$ cat config.mk
export PLATFORM = sky130hd
export DESIGN_NAME = ser_eeprom_slave
export DESIGN_NICKNAME = d
export VERILOG_FILES = /design/src/rtl/eep_pkg.sv /design/src/rtl/eep_sync.sv /design/src/rtl/eep_prog_timer.sv /design/src/rtl/eep_frame.sv /design/src/rtl/ser_eeprom_slave.sv
export SDC_FILE = /design/constraint.sdc
export NUM_CORES = 2
export LEC_CHECK = 0
export BUFFER_PORTS_ARGS = -buffer_cell sky130_fd_sc_hd__buf_2
export CORE_ASPECT_RATIO = 0.6
export CORE_UTILIZATION = 54
export DETAILED_ROUTE_END_ITERATION = 10
export HOLD_SLACK_MARGIN = 0.08
export PLACE_DENSITY = 0.69
export RECOVER_POWER = 50
export SETUP_SLACK_MARGIN = 0.3
export SKIP_LAST_GASP = 1
export SLEW_MARGIN = 20
export SYNTH_ARGS = -nofsm -noshare
export SYNTH_HDL_FRONTEND = slang
export SYNTH_HIERARCHICAL = 1
export SYNTH_SLANG_ARGS = --single-unit
export TNS_END_PERCENT = 30
$ cat constraint.sdc
create_clock -name clk -period 4 [get_ports clk]
set_input_delay 1.2 -clock clk [delete_from_list [all_inputs] [get_ports clk]]
set_output_delay 1.2 -clock clk [all_outputs]
set_load 0.01 [all_outputs]
$ cat src/rtl/eep_pkg.sv
// Shared types for the serial EEPROM slave.
// Assumes: opcode and sub-code values follow the command framing in the brief.
package eep_pkg;

    typedef enum logic [2:0] {
        K_NONE, K_READ, K_WRITE, K_ERASE, K_EWEN, K_EWDS, K_ERAL, K_WRAL
    } eep_kind_e;

    typedef enum logic [2:0] {
        F_WAIT, F_OPC, F_ADDR, F_DATA, F_READ, F_DONE
    } eep_fst_e;

    // Map opcode and address sub-code to a command kind
    function automatic eep_kind_e eep_decode(input logic [1:0] opc, input logic [1:0] sub);
        eep_kind_e k;
        case (opc)
            2'b10:   k = K_READ;
            2'b01:   k = K_WRITE;
            2'b11:   k = K_ERASE;
            default: begin
                case (sub)
                    2'b11:   k = K_EWEN;
                    2'b00:   k = K_EWDS;
                    2'b10:   k = K_ERAL;
                    default: k = K_WRAL;
                endcase
            end
        endcase
        return k;
    endfunction

    // True for commands that start a self-timed program cycle
    function automatic logic eep_is_prog(input eep_kind_e k);
        return (k == K_WRITE) || (k == K_ERASE) || (k == K_ERAL) || (k == K_WRAL);
    endfunction

endpackage

$ cat src/rtl/eep_sync.sv
// Input synchroniser and edge detector for chip select, serial clock and data.
// Assumes: the host changes data well before a serial-clock rise, so data and
// clock share the same pipeline depth and the data is stable at the detected edge.
module eep_sync #(
    parameter int STAGES = 2
) (
    input  logic clk,
    input  logic rst_n,
    input  logic cs_i,
    input  logic sclk_i,
    input  logic sdi_i,
    output logic cs_s,
    output logic sdi_s,
    output logic sclk_rise,
    output logic cs_rise
);
    localparam int NPIN = 3;

    logic [NPIN-1:0] raw;
    logic [NPIN-1:0] sync_v;
    logic [NPIN-1:0] prev_v;

    assign raw = {cs_i, sclk_i, sdi_i};

    for (genvar i = 0; i < NPIN; i++) begin : g_pin
        logic [STAGES-1:0] pipe;
        // Shift the pin through a chain of flops
        always_ff @(posedge clk) begin
            if (!rst_n) pipe <= '0;
            else        pipe <= {pipe[STAGES-2:0], raw[i]};
        end
        assign sync_v[i] = pipe[STAGES-1];
    end

    // Remember the previous synchronised levels for edge detection
    always_ff @(posedge clk) begin
        if (!rst_n) prev_v <= '0;
        else        prev_v <= sync_v;
    end

    assign cs_s      = sync_v[2];
    assign sdi_s     = sync_v[0];
    assign sclk_rise = sync_v[1] & ~prev_v[1];
    assign cs_rise   = sync_v[2] & ~prev_v[2];

endmodule

$ cat src/rtl/eep_prog_timer.sv
// Self-timed program cycle counter.
// Assumes: load is only raised while idle; len is the full duration in clocks.
module eep_prog_timer #(
    parameter int PROG_CYCLES = 200,
    localparam int TW = $clog2(3 * PROG_CYCLES + 1)
) (
    input  logic          clk,
    input  logic          rst_n,
    input  logic          load,
    input  logic [TW-1:0] len,
    output logic          busy,
    output logic          done
);
    logic [TW-1:0] cnt_q;

    // Count the program cycle down to zero
    always_ff @(posedge clk) begin
        if (!rst_n)            cnt_q <= '0;
        else if (load)         cnt_q <= len;
        else if (cnt_q != '0)  cnt_q <= cnt_q - 1'b1;
    end

    assign busy = (cnt_q != '0);
    assign done = (cnt_q == TW'(1));


    timer_idle_load_chk: assert property (@(posedge clk) disable iff (!rst_n)
        load |-> !busy);


    timer_starts_chk: assert property (@(posedge clk) disable iff (!rst_n)
        (load && len != '0) |=> busy);

endmodule

$ cat src/rtl/eep_frame.sv
// Serial command framer: finds the start bit, shifts in opcode, address and
// write data, emits one execute pulse per complete frame and serialises reads.
// Assumes: inputs are already synchronised; rd_word is left aligned (a byte
// sits in bits 15:8) and reflects rd_addr combinationally.
module eep_frame #(
    parameter int WA16 = 6,
    localparam int WA8 = WA16 + 1
) (
    input  logic                 clk,
    input  logic                 rst_n,
    input  logic                 cs_s,
    input  logic                 sclk_rise,
    input  logic                 sdi_s,
    input  logic                 org_i,
    input  logic                 busy,
    input  logic [15:0]          rd_word,
    output logic [WA8-1:0]       rd_addr,
    output logic                 x16_o,
    output logic                 frame_start,
    output logic                 exec_v,
    output eep_pkg::eep_kind_e   exec_kind,
    output logic [WA8-1:0]       exec_addr,
    output logic [15:0]          exec_data,
    output logic                 rd_drive,
    output logic                 rd_bit
);
    import eep_pkg::*;

    eep_fst_e        st_q;
    logic [4:0]      cnt_q;
    logic [1:0]      op_q;
    logic [WA8-1:0]  addr_q;
    logic [15:0]     data_q;
    logic [15:0]     sh_q;
    logic            x16_q;
    eep_kind_e       kind_q;

    logic [WA8-1:0]  addr_nx;
    logic [15:0]     data_nx;
    logic [1:0]      sub_nx;
    logic [4:0]      aw_last;
    logic [4:0]      dw_last;
    eep_kind_e       kind_nx;

    // Next-value shifts and frame-length limits for the current shape
    always_comb begin
        addr_nx = {addr_q[WA8-2:0], sdi_s};
        data_nx = {data_q[14:0], sdi_s};
        sub_nx  = x16_q ? addr_nx[WA16-1 -: 2] : addr_nx[WA8-1 -: 2];
        aw_last = x16_q ? 5'(WA16 - 1) : 5'(WA8 - 1);
        dw_last = x16_q ? 5'd15 : 5'd7;
        kind_nx = eep_decode(op_q, sub_nx);
    end

    assign frame_start = cs_s && sclk_rise && (st_q == F_WAIT) && sdi_s && !busy;

    // Frame state machine, one step per serial-clock rise
    always_ff @(posedge clk) begin
        if (!rst_n) begin
            st_q      <= F_WAIT;
            cnt_q     <= '0;
            op_q      <= '0;
            addr_q    <= '0;
            data_q    <= '0;
            sh_q      <= '0;
            x16_q     <= 1'b0;
            kind_q    <= K_NONE;
            exec_v    <= 1'b0;
            exec_kind <= K_NONE;
            exec_addr <= '0;
            exec_data <= '0;
            rd_drive  <= 1'b0;
            rd_bit    <= 1'b0;
        end else begin
            exec_v <= 1'b0;
            if (!cs_s) begin
                st_q     <= F_WAIT;
                rd_drive <= 1'b0;
            end else if (sclk_rise) begin
                case (st_q)
                    F_WAIT: begin
                        if (sdi_s && !busy) begin
                            st_q   <= F_OPC;
                            cnt_q  <= '0;
                            op_q   <= '0;
                            addr_q <= '0;
                            data_q <= '0;
                            x16_q  <= org_i;
                        end
                    end
                    F_OPC: begin
                        op_q <= {op_q[0], sdi_s};
                        if (cnt_q == 5'd1) begin
                            st_q  <= F_ADDR;
                            cnt_q <= '0;
                        end else begin
                            cnt_q <= cnt_q + 1'b1;
                        end
                    end
                    F_ADDR: begin
                        addr_q <= addr_nx;
                        if (cnt_q == aw_last) begin
                            cnt_q  <= '0;
                            kind_q <= kind_nx;
                            case (kind_nx)
                                K_READ: begin
                                    st_q     <= F_READ;
                                    rd_drive <= 1'b1;
                                    rd_bit   <= 1'b0;
                                end
                                K_WRITE, K_WRAL: st_q <= F_DATA;
                                default: begin
                                    exec_v    <= 1'b1;
                                    exec_kind <= kind_nx;
                                    exec_addr <= addr_nx;
                                    exec_data <= '0;
                                    st_q      <= F_DONE;
                                end
                            endcase
                        end else begin
                            cnt_q <= cnt_q + 1'b1;
                        end
                    end
                    F_DATA: begin
                        data_q <= data_nx;
                        if (cnt_q == dw_last) begin
                            exec_v    <= 1'b1;
                            exec_kind <= kind_q;
                            exec_addr <= addr_q;
                            exec_data <= data_nx;
                            st_q      <= F_DONE;
                        end else begin
                            cnt_q <= cnt_q + 1'b1;
                        end
                    end
                    F_READ: begin
                        if (cnt_q == '0) begin
                            rd_bit <= rd_word[15];
                            sh_q   <= {rd_word[14:0], 1'b0};
                        end else begin
                            rd_bit <= sh_q[15];
                            sh_q   <= {sh_q[14:0], 1'b0};
                        end
                        if (cnt_q == dw_last) st_q  <= F_DONE;
                        else                  cnt_q <= cnt_q + 1'b1;
                    end
                    default: ;
                endcase
            end
        end
    end

    assign rd_addr = addr_q;
    assign x16_o   = x16_q;


    frame_exec_cs_chk: assert property (@(posedge clk) disable iff (!rst_n)
        exec_v |-> $past(cs_s) && $past(sclk_rise));


    frame_dummy_chk: assert property (@(posedge clk) disable iff (!rst_n)
        $rose(rd_drive) |-> !rd_bit);

endmodule

$ cat src/rtl/ser_eeprom_slave.sv
// Three-wire serial EEPROM slave: register array, write-enable latch,
// self-timed programming and busy/ready status on the serial output.
// Assumes: the strap is static during a frame; all pins are asynchronous to clk.
module ser_eeprom_slave #(
    parameter int WORD_AW     = 6,
    parameter int PROG_CYCLES = 200,
    parameter int SYNC_STAGES = 2
) (
    input  logic clk,
    input  logic rst_n,
    input  logic cs_i,
    input  logic sclk_i,
    input  logic sdi_i,
    input  logic org_i,
    output logic sdo_o,
    output logic sdo_oe_o
);
    import eep_pkg::*;

    localparam int WORDS   = 1 << WORD_AW;
    localparam int BYTE_AW = WORD_AW + 1;
    localparam int TW      = $clog2(3 * PROG_CYCLES + 1);
    localparam logic [TW-1:0] LEN_ONE  = TW'(PROG_CYCLES);
    localparam logic [TW-1:0] LEN_BULK = TW'(PROG_CYCLES + PROG_CYCLES / 2);
    localparam logic [TW-1:0] LEN_ALL  = TW'(3 * PROG_CYCLES);

    logic               cs_s, sdi_s, sclk_rise, cs_rise;
    logic               busy, done;
    logic [15:0]        rd_word;
    logic [BYTE_AW-1:0] rd_addr;
    logic               x16;
    logic               frame_start;
    logic               exec_v;
    eep_kind_e          exec_kind;
    logic [BYTE_AW-1:0] exec_addr;
    logic [15:0]        exec_data;
    logic               rd_drive, rd_bit;

    logic [15:0]        mem [WORDS];
    logic               wen_q;
    logic               st_show_q;
    eep_kind_e          pend_kind;
    logic [BYTE_AW-1:0] pend_addr;
    logic [15:0]        pend_data;
    logic               pend_x16;
    logic               load;
    logic [TW-1:0]      len;
    logic [WORD_AW-1:0] rd_widx, pend_widx;
    logic [15:0]        rd_full, pend_full;

    eep_sync #(.STAGES(SYNC_STAGES)) u_sync (
        .clk(clk), .rst_n(rst_n), .cs_i(cs_i), .sclk_i(sclk_i), .sdi_i(sdi_i),
        .cs_s(cs_s), .sdi_s(sdi_s), .sclk_rise(sclk_rise), .cs_rise(cs_rise)
    );

    eep_frame #(.WA16(WORD_AW)) u_frame (
        .clk(clk), .rst_n(rst_n), .cs_s(cs_s), .sclk_rise(sclk_rise),
        .sdi_s(sdi_s), .org_i(org_i), .busy(busy), .rd_word(rd_word),
        .rd_addr(rd_addr), .x16_o(x16), .frame_start(frame_start),
        .exec_v(exec_v), .exec_kind(exec_kind), .exec_addr(exec_addr),
        .exec_data(exec_data), .rd_drive(rd_drive), .rd_bit(rd_bit)
    );

    eep_prog_timer #(.PROG_CYCLES(PROG_CYCLES)) u_timer (
        .clk(clk), .rst_n(rst_n), .load(load), .len(len),
        .busy(busy), .done(done)
    );

    // Read path: select the word and left-align a byte in byte mode
    always_comb begin
        rd_widx = x16 ? rd_addr[WORD_AW-1:0] : rd_addr[BYTE_AW-1:1];
        rd_full = mem[rd_widx];
        if (x16)             rd_word = rd_full;
        else if (rd_addr[0]) rd_word = {rd_full[15:8], 8'h00};
        else                 rd_word = {rd_full[7:0], 8'h00};
    end

    // Program start request and its duration
    always_comb begin
        load = exec_v && eep_is_prog(exec_kind) && wen_q;
        case (exec_kind)
            K_ERAL:  len = LEN_BULK;
            K_WRAL:  len = LEN_ALL;
            default: len = LEN_ONE;
        endcase
    end

    // Write-enable latch and pending program command
    always_ff @(posedge clk) begin
        if (!rst_n) begin
            wen_q     <= 1'b0;
            pend_kind <= K_NONE;
            pend_addr <= '0;
            pend_data <= '0;
            pend_x16  <= 1'b0;
        end else if (exec_v) begin
            if (exec_kind == K_EWEN) wen_q <= 1'b1;
            if (exec_kind == K_EWDS) wen_q <= 1'b0;
            if (load) begin
                pend_kind <= exec_kind;
                pend_addr <= exec_addr;
                pend_data <= exec_data;
                pend_x16  <= x16;
            end
        end
    end

    // Target word of the pending command
    always_comb begin
        pend_widx = pend_x16 ? pend_addr[WORD_AW-1:0] : pend_addr[BYTE_AW-1:1];
        pend_full = mem[pend_widx];
    end

    // Array update at the end of the program cycle
    always_ff @(posedge clk) begin
        if (!rst_n) begin
            for (int i = 0; i < WORDS; i++) mem[i] <= 16'hFFFF;
        end else if (done) begin
            case (pend_kind)
                K_ERASE: begin
                    if (pend_x16)          mem[pend_widx] <= 16'hFFFF;
                    else if (pend_addr[0]) mem[pend_widx] <= {8'hFF, pend_full[7:0]};
                    else                   mem[pend_widx] <= {pend_full[15:8], 8'hFF};
                end
                K_WRITE: begin
                    if (pend_x16)          mem[pend_widx] <= pend_data;
                    else if (pend_addr[0]) mem[pend_widx] <= {pend_data[7:0], pend_full[7:0]};
                    else                   mem[pend_widx] <= {pend_full[15:8], pend_data[7:0]};
                end
                K_ERAL: begin
                    for (int i = 0; i < WORDS; i++) mem[i] <= 16'hFFFF;
                end
                K_WRAL: begin
                    for (int i = 0; i < WORDS; i++)
                        mem[i] <= pend_x16 ? pend_data : {pend_data[7:0], pend_data[7:0]};
                end
                default: ;
            endcase
        end
    end

    // Status display: armed by a chip-select rise during a program cycle
    always_ff @(posedge clk) begin
        if (!rst_n)                  st_show_q <= 1'b0;
        else if (!cs_s)              st_show_q <= 1'b0;
        else if (frame_start)        st_show_q <= 1'b0;
        else if (cs_rise && busy)    st_show_q <= 1'b1;
    end

    assign sdo_oe_o = cs_s && (st_show_q || rd_drive);
    assign sdo_o    = st_show_q ? !busy : rd_bit;


    rst_quiet_chk: assert property (@(posedge clk) disable iff (!rst_n)
        $rose(rst_n) |-> (!sdo_oe_o && !wen_q));


    locked_chk: assert property (@(posedge clk) disable iff (!rst_n)
        (exec_v && eep_is_prog(exec_kind) && !wen_q && !busy) |=> !busy);


    status_busy_chk: assert property (@(posedge clk) disable iff (!rst_n)
        (st_show_q && busy && cs_s) |-> (sdo_oe_o && !sdo_o));


    cs_low_quiet_chk: assert property (@(posedge clk) disable iff (!rst_n)
        $fell(cs_s) |=> !sdo_oe_o);

endmodule

==> qor.yml <==
yosys:
  synthesis.area_mm2: 0.0594
  synth_ff_type: "edfxtp_1"
  synth_warnings: 6
  synth_top_area_cell: "edfxtp_1"
  ys_ff_latch: 1151
  synth.top_cell.area_share_pct: 51.7
  synthTopCellsByArea: "edfxtp_1 (52%), a21oi_1 (10%), mux2i_1 (4.3%), dfxtp_1 (4.3%), mux2_2 (4.2%)"
  yosysSeqAreaShare_pct: 56.0
  synth_edf_count: 1024
  ys_types: 98
  synth-async-reset-ratio_pct: 0
  syn_avg_cell_area_um2: 11.0
  synth_cells: 5414
placement:
  portBuffers: 7
  globalplace.congestion: 1.00
  post-place-ws_ns: -0.205
  hpwl_um: 149000
  postPlaceCellArea_mm2: 0.0635
critical_path:
  cp.arrival_ns: 4.53
  crit_fanout: 28
  worstPathRequired_ns: 4.61
  cp-end-kind: "flip-flop"
  criticalPathCategory: "flip-flop to flip-flop"
  cp-start-kind: "flip-flop"
clock_network:
  clk_pin_slew_worst_paths_ns: 0.07
  numCtsBuffers: 106
  cts_sinks: 1151
  holdBufCountCts: 0
  htree_levels: 3
  root_buffer: "clkbuf_16"
  cts_tree: "built"
  clk_latency_ns: 0.75
  cts_buffer_depth: 3
layout:
  drive_gt1_share_pct: 17.5
  final_area_mm2: 0.0667
  nets: 5451
  syn2layout_area_growth_pct: 12.3
status:
  outcome: "finished clean"
global_routing:
  grt_pass1_wl_um: 332000
  grt_pass1_vias: 46900
  grt_usage_pct: 40.5
  grt_antenna_before_repair: 4
  grt_max_degree: 69
  grt-ovfl-total: 0
route:
  ant_nets: 0
  drt_iter0_markers: 9680
  drc_errors: 0
  routed_wl_um: 231000
  via_per_inst: 7.46
  dr.pass1.iters: 8
  routedWlPerCell_um: 33.3
  vias: 51800
floorplan:
  die_w_um: 430
  start_util_pct: 54.9
  core_mm2: 0.108
  pin_count: 8
  dieArea_mm2: 0.111
  die_h_um: 259
  num_rows: 93
timing:
  max_freq_mhz: 256
  min_period_ns: 3.91
  rsz0062_at_grt: "yes"
  fin_skew_ns: 0.0219
  setup_viol: 0
  hold_viol: 0
  holdWs_ns: 0.435
  maxSlewViolCount: 0
  finalCritPeriodShare_pct: 97.8
  fin_ws_ns: 0.0870
  worst_slew_pin_slew_ns: 1.32
  max_slew_margin_pct: 12.3
  tns_ns: 0
power:
  powerDensity_mw_per_mm2: 363
  finalPower_mw: 24.2
  p_leak_nw: 17.3
  vdd_ir_drop_max_mv: 0.366
min_path:
  hp-class: "flip-flop to flip-flop"
flow_run:
  maxCapViolations: 0
worst paths after layout:
check,start,end,slack (ns),depth (start not counted)
max reg2reg,u_frame/rd_addr[0],u_frame/rd_bit,0.09,13
max,u_frame/rd_addr[0],u_frame/rd_bit,0.09,13
min,u_sync/g_pin[0].pipe[0],u_sync/g_pin[0].pipe[1],0.44,1
min reg2reg,u_sync/g_pin[0].pipe[0],u_sync/g_pin[0].pipe[1],0.44,1
layer usage:
metal | share of wire, % | global-route usage, %
met5 | 0.044 | 0.504
met3 | 20 | 19.4
met1 | 39 | 59.8
met4 | 2.9 | 10.4
met2 | 38 | 52.2
power by group:
part	leakage [nW]	internal, mW	total (mW)	switching [mW]
Clock	1.64	5.62	10.5	4.83
Combinational	7.70	0.195	0.694	0.499
Sequential	7.95	13.1	13.1	0.0418
Total	17.3	18.9	24.2	5.37
state kept, by name, summed over array words and instances, names as in the netlist, 6 cells and up:
register and cells:
mem 1024, pend_data 16, u_frame/exec_data 16, u_frame/data_q 15, u_frame/sh_q 15, u_timer/cnt_q 10, pend_addr 7, u_frame/exec_addr 7
u_frame/rd_addr 7, u_sync/g_pin.pipe 6
worst max-delay path, stage by stage, from the launching register on:
cell,delay (ns)
dfxtp_4,0.45
buf_12,0.22
buf_12,0.25
mux2_2,0.38
o221a_2,0.24
o221ai_1,0.29
o21ai_0,0.19
nor4_1,0.63
a22o_1,0.35
a2111oi_2,0.10
mux2i_1,0.30
nor2_1,0.08
mux2i_1,0.15
nor2_1,0.06
placed cells by master (no fill, tap or decap), types with 11 or more instances in the layout:
master and n:
a211oi_1 44, a21oi_1 1197, a221o_1 13, a221oi_1 59, a22oi_1 41, a2bb2oi_1 51, and2_1 21, buf_12 64
buf_4 277, buf_6 11, bufinv_16 12, clkbuf_1 114, clkbuf_16 106, clkbuf_2 33, clkinv_1 26, clkinv_2 15
dfxtp_1 121, edfxtp_1 1024, inv_1 72, mux2_2 222, mux2i_1 255, nand2_1 148, nand2b_1 13, nand3_1 48
nand4_1 18, nor2_1 311, nor2_2 34, nor2_4 14, nor2b_1 20, nor3_1 77, nor4_1 31, o2111ai_1 17
o211ai_1 18, o21ai_0 280, o221a_2 55, o221ai_1 190, o22ai_1 143, o31ai_1 25, o32a_1 12, or3_1 14
final cells by class:
class / count / area (µm²)
Fill cell: 8816 / 41500
Antenna cell: 2 / 5.00
Timing Repair Buffer: 494 / 4140
Inverter: 79 / 307
Clock inverter: 67 / 666
Clock buffer: 121 / 2710
Multi-Input combinational cell: 3608 / 23800
Tap cell: 1425 / 1780
Sequential cell: 1151 / 33300
logic make-up (layout without fill, tap and decap cells):
logic type | Yosys count | in the layout | synth area share [%]
compound gates | 2273 | 2273 | 23.6
xor+xnor | 5 | 5 | 0.0737
fa+ha+maj | 5 | 5 | 0.105
buf+inv | 656 | 761 | 4.95
flops | 1151 | 1151 | 56.0
mux | 479 | 479 | 8.55
other cells | 2 | 5 | 0.0126
simple gates | 843 | 843 | 6.73
timing repair:
item	in CTS	in global routing
setup buffers	5	13
cloned	1	0
pin swaps	2	6
resized for setup	18	65
hold endpoints to repair	0	0
setup endpoints to repair	13	739
through the flow:
step / util [%] / instances
detailed placement: 58.7 / 6738
CTS: 61.9 / 6932
finish: 61.7 / 6947
global route: 61.7 / 6945
floorplan: - / 5415
global placement: 58.7 / 6738
cells in the mapped netlist, types with 21 or more instances:
cell type     n
nor4_1       34
a22oi_1      41
o21ai_0     280
nand3_1      51
clkbuf_1    365
buf_1        21
a2bb2oi_1    51
inv_1        76
nand2_1     155
a21oi_1    1198
dfxtp_1     127
buf_2       124
and2_1       23
a221oi_1     59
nor2_1      359
o31ai_1      27
mux2_2      222
o221ai_1    192
mux2i_1     255
nor3_1       78
edfxtp_1   1024
a211oi_1     53
o221a_2      55
buf_4        48
o22ai_1     149
nor2b_1      23
No activity file was read; power rests on OpenSTA's default activity.
